**src/rtl/dual_store_timing.sv**
```systemverilog
module dual_store_timing #(
  parameter int CW = 16,
  parameter int MW = 4
) (
  input  logic          clk,
  input  logic          rst_n,
  input  logic [CW-1:0] cfg_frame_len,
  input  logic [CW-1:0] cfg_sub_len,
  input  logic [CW-1:0] cfg_row_len,
  input  logic [CW-1:0] cfg_gate_len,
  input  logic [MW-1:0] cfg_sub_count,
  output logic          frame_sof,
  output logic          pd_xfer,
  output logic          sd_rst,
  output logic          sd_xfer,
  output logic          sub_active,
  output logic [MW-1:0] sub_idx,
  output logic          sep_gate,
  output logic          row_stb
);
  localparam logic [CW-1:0] ONE = CW'(1);
  localparam logic [CW-1:0] TWO = CW'(2);

  logic          running, sub_on;
  logic [CW-1:0] fcnt, rcnt, scnt;
  logic [CW-1:0] fe, se, he, pe;
  logic [MW-1:0] me, sidx;

  wire [CW-1:0] fe_in = (cfg_frame_len < TWO) ? TWO : cfg_frame_len;
  wire [CW-1:0] se_in = (cfg_sub_len < TWO) ? TWO : cfg_sub_len;
  wire [CW-1:0] he_in = (cfg_row_len < ONE) ? ONE : cfg_row_len;
  wire [CW-1:0] pe_in = (cfg_gate_len > he_in) ? he_in : cfg_gate_len;

  wire frame_end = running && (fcnt == fe - ONE);
  wire fits      = ({1'b0, fcnt} + {1'b0, se}) < {1'b0, fe};
  wire begin_sub = running && !sub_on && (sidx < me) && fits;
  wire sub_end   = sub_on && (scnt == se - ONE);

  always_ff @(posedge clk or negedge rst_n) begin
    if (!rst_n) begin
      running <= 1'b0;
      sub_on  <= 1'b0;
      fcnt    <= '0;
      rcnt    <= '0;
      scnt    <= '0;
      sidx    <= '0;
      fe      <= TWO;
      se      <= TWO;
      he      <= ONE;
      pe      <= '0;
      me      <= '0;
    end else if (!running || frame_end) begin
      running <= 1'b1;
      sub_on  <= 1'b0;
      fcnt    <= '0;
      rcnt    <= '0;
      scnt    <= '0;
      sidx    <= '0;
      fe      <= fe_in;
      se      <= se_in;
      he      <= he_in;
      pe      <= pe_in;
      me      <= cfg_sub_count;
    end else begin
      fcnt <= fcnt + ONE;
      rcnt <= (rcnt == he - ONE) ? '0 : rcnt + ONE;
      if (begin_sub) begin
        sub_on <= 1'b1;
        scnt   <= ONE;
      end else if (sub_end) begin
        sub_on <= 1'b0;
        sidx   <= sidx + 1'b1;
      end else if (sub_on) begin
        scnt <= scnt + ONE;
      end
    end
  end

  assign frame_sof  = running && (fcnt == '0);
  assign pd_xfer    = frame_end;
  assign sd_rst     = begin_sub;
  assign sd_xfer    = sub_end;
  assign sub_active = begin_sub || sub_on;
  assign sub_idx    = sidx;
  assign sep_gate   = sub_active && (rcnt < pe);
  assign row_stb    = running && (rcnt == he - ONE);
endmodule

```
**config.mk**
```make
export PLATFORM = sky130hd
export DESIGN_NAME = dual_store_timing
export DESIGN_NICKNAME = d
export VERILOG_FILES = /design/src/rtl/dual_store_timing.sv
export SDC_FILE = /design/constraint.sdc
export NUM_CORES = 1
export LEC_CHECK = 0
export ABC_CLOCK_PERIOD_IN_PS = 4800
export BUFFER_PORTS_ARGS = -buffer_cell sky130_fd_sc_hd__buf_2
export CAP_MARGIN = 20
export CORE_MARGIN = 1
export CORE_UTILIZATION = 25
export CTS_BUF_LIST = sky130_fd_sc_hd__clkbuf_8
export DETAILED_ROUTE_END_ITERATION = 6
export HOLD_SLACK_MARGIN = 0.08
export REMOVE_ABC_BUFFERS = 1
export SETUP_SLACK_MARGIN = 0.4
export SLEW_MARGIN = 0
export SYNTH_ARGS = -nofsm -noshare
export SYNTH_HDL_FRONTEND = slang
export SYNTH_SLANG_ARGS = --single-unit
export TNS_END_PERCENT = 10
```
**constraint.sdc**
```tcl
create_clock -name clk -period 4.8 [get_ports clk]
set_clock_uncertainty 0.15 [all_clocks]
set_input_delay 0.96 -clock clk [delete_from_list [all_inputs] [get_ports clk]]
set_output_delay 0.96 -clock clk [all_outputs]
set_load 0.005 [all_outputs]
```
==> summary.txt <==
Timing
  • Final Hold Viols: 0
  • Fin crit share: 1.11
  • Final setup margin: -0.518 ns
  • Worst slew pin tran: 0.833 ns
  • RSZ-0062 raised after global routing: true
  • Endpoints failing setup: 3
  • Max-slew violations: 0
  • Fin Hold WS: roughly 0.38 ns
  • Crit path time final: roughly 5.3 ns
  • Worst slew margin: 0.445
  • Setup TNS: -1.24 ns
  • Fmax: approximately 190 MHz

Drt
  • DRT Pass-1 Iters: 7
  • Post-Route WL: approximately 25000 um
  • DRT iter0 DRCs: 510
  • # DRC: 18
  • Detailed-route via count: slightly below 8k
  • Antenna viol nets, final: 0
  • Met2 routed WL: between 10000 and 15000 um
  • Vias/cell: 4.84
  • Wire length on met1: around 11000 um
  • WL/cell: 15.1 um
  • Met3 wire len: 1140 um
  • Top layer in use: met5

Placed design
  • Post-DP HPWL: between 15000 and 20000 um
  • Place WS: -0.462 ns
  • Placed insts: 1592
  • Placed instance area: 0.0103 sq mm
  • RePlAce Congestion: 0.854
  • # port buffers: 80

Job
  • Total of max-cap violations: 0

Hold path
  • Hold WC Path Type: reg -> reg
  • Hold Path Depth: 2

Power
  • Total power: 2.81 mW
  • Max VDD drop: 0.000163 V
  • PD cells: 255 mW/mm^2
  • Leakage: between 5 and 6 nW

Synthesis
  • Synth Warn #: 0
  • Dominant synthesized flop cell: dfrtp_1
  • Ys async rst share: 1.00
  • Synth Instances: about 1.0k
  • Sequential cell area fraction in the yosys report: 0.337
  • Number of flops mapped to enable cells by yosys: 0
  • Post-synthesis cell type count: 68
  • Mean Syn Cell Area: 8.75 sq um
  • Synth Register Bits: ~120
  • Post-Syn Area: ~0.0091 sq mm

Clocking
  • CTS Buffer Depth: 2
  • Htree depth: 4
  • Hold Buf Count CTS: 0
  • Cts bufs inserted: 17
  • CTS root buf: clkbuf_8
  • Worst-skew pair later-pin latency: 0.44 ns
  • Clk pin slew, worst setup/hold paths: 0.08 ns
  • CTS sink cnt: 122
  • TritonCTS clock tree: built

Setup path
  • WS Path Type: reg -> out
  • Required time of the critical path: between 3 and 4 ns
  • Reg2reg path depth: 22
  • CP arrival: 4.21 ns
  • Setup crit end kind: output pin
  • Crit path max fanout: 2
  • CP Launch Type: register

Global route
  • GRT Util Overall: 0.138
  • Vias in the first global route: 7928
  • First-pass GRT wire length: 40400 um
  • Largest net degree at the start of global routing: 61
  • Grt total ovfl: 0
  • Initial antenna violation count: 2

Floorplan
  • Die X: 192 um
  • # rows: 69
  • Full die area: between 0.03 and 0.04 sq mm
  • Core area: 0.0357 sq mm
  • Io pins: between 80 and 90
  • Die height: 192 um
  • Starting Density: 0.254

Finish
  • Most frequent cells in the layout: dfrtp_1, nor2_1, buf_2
  • Post-route insts no fill: around 1.6k
  • Layout cells sized above 1: 0.219
  • Most common cell after layout, fill and taps aside: dfrtp_1
  • # nets final: about 1.3k
  • Finished Core Util: 0.309
  • Area growth, synth to finish: 21.5%
  • Final instance area: ~0.011 sq mm

Outcome
  • Failing checks: DRC, setup timing
  • Status: finished with violations
[where the power goes]
group	leakage [nW]	internal (mW)	switching (mW)
registers	1.54	1.09	0.0785
logic	3.33	0.306	0.365
clock network	0.192	0.492	0.473
[synthesized netlist by cell type, types with 12 or more instances]
| cell type | count | area (sq um) |
|---|---|---|
| a21o_1 | 23 | 173 |
| a21oi_1 | 55 | 275 |
| and3_1 | 19 | 119 |
| clkbuf_1 | 27 | 101 |
| dfrtp_1 | 119 | 2980 |
| ha_1 | 73 | 913 |
| inv_1 | 73 | 274 |
| mux2i_1 | 23 | 230 |
| nand2_1 | 67 | 251 |
| nand3_1 | 47 | 235 |
| nand4_1 | 14 | 87.6 |
| nor2_1 | 90 | 338 |
| nor2b_1 | 13 | 81.3 |
| nor3_1 | 28 | 140 |
| nor4_1 | 20 | 125 |
| o21ai_0 | 67 | 335 |
| or3_1 | 12 | 75.1 |
| xnor2_1 | 67 | 587 |
| xor2_1 | 38 | 333 |
[flip-flops by register name (all words and copies together) (netlist names)]
name and count:
he 16, rcnt 16, running 1, pe 16
fe 16, fcnt 16, sub_idx 4, sub_on 1
se 16, me 4, scnt 16
[per-layer routing]
metal / vias up / global-route usage
met5: - / 0
met4: 2 / 0.0433
met3: 34 / 0.0275
met2: 186 / 0.229
met1: 3748 / 0.179
li1: 3927 / -
[worst max-delay path, stage by stage (launching register included)]
cell      delay, ns
dfrtp_1        0.40
ha_2           0.20
inv_2          0.06
fa_2           0.20
nor2b_2        0.05
o31a_1         0.32
o21ai_2        0.16
o22ai_2        0.10
o21a_1         0.18
nor2_2         0.12
o21bai_1       0.09
xor2_1         0.15
ha_1           0.31
a21o_1         0.16
a221o_1        0.32
a221oi_2       0.18
o21ai_1        0.13
o21a_2         0.26
a211oi_2       0.23
buf_2          0.16
[logic make-up (layout without fill, tap and decap cells)]
| logic type | count (synthesis) | in the layout | synth area share |
|---|---|---|---|
| adder cells (fa/ha/maj) | 74 | 74 | 0.103 |
| other | 1 | 2 | 0.000413 |
| buffers and inverters | 116 | 250 | 0.0520 |
| XOR/XNOR | 105 | 105 | 0.101 |
| AND/OR/NAND/NOR | 369 | 369 | 0.211 |
| multiplexers | 41 | 41 | 0.0523 |
| flip-flops | 122 | 122 | 0.337 |
| AO/OA/AOI/OAI | 209 | 209 | 0.143 |
[area by class of cell]
| type | instances | area (sq um) |
|---|---|---|
| Clock inverter | 13 | 145 |
| Fill cell | 3746 | 24600 |
| Inverter | 73 | 274 |
| Clock buffer | 19 | 262 |
| Tap cell | 461 | 577 |
| Sequential cell | 122 | 3060 |
| Multi-Input combinational cell | 799 | 5810 |
| Timing Repair Buffer | 145 | 895 |
| Antenna cell | 1 | 2.50 |
[timing repair]
item / 4_1_cts / 5_1_grt
pin swaps: 15 / 14
gates resized for setup: 31 / 29
endpoints found under the setup margin: 20 / 20
setup buffers: 7 / 1
[worst paths after layout]
kind	start	endpoint	slack, ns
setup / recovery	se[0]$_DFFE_PN0N_	sep_gate	-0.52
hold / removal	pe[0]$_DFFE_PN0N_	pe[0]$_DFFE_PN0N_	0.38
setup reg to reg	se[0]$_DFFE_PN0N_	scnt[11]$_DFFE_PN0P_	0.39
hold reg to reg	pe[0]$_DFFE_PN0N_	pe[0]$_DFFE_PN0N_	0.38
max in group asynchronous	rst_n	se[14]$_DFFE_PN0N_	2.95
min in group asynchronous	rst_n	fe[0]$_DFFE_PN0N_	0.44
No activity file was read; power rests on OpenSTA's default activity.
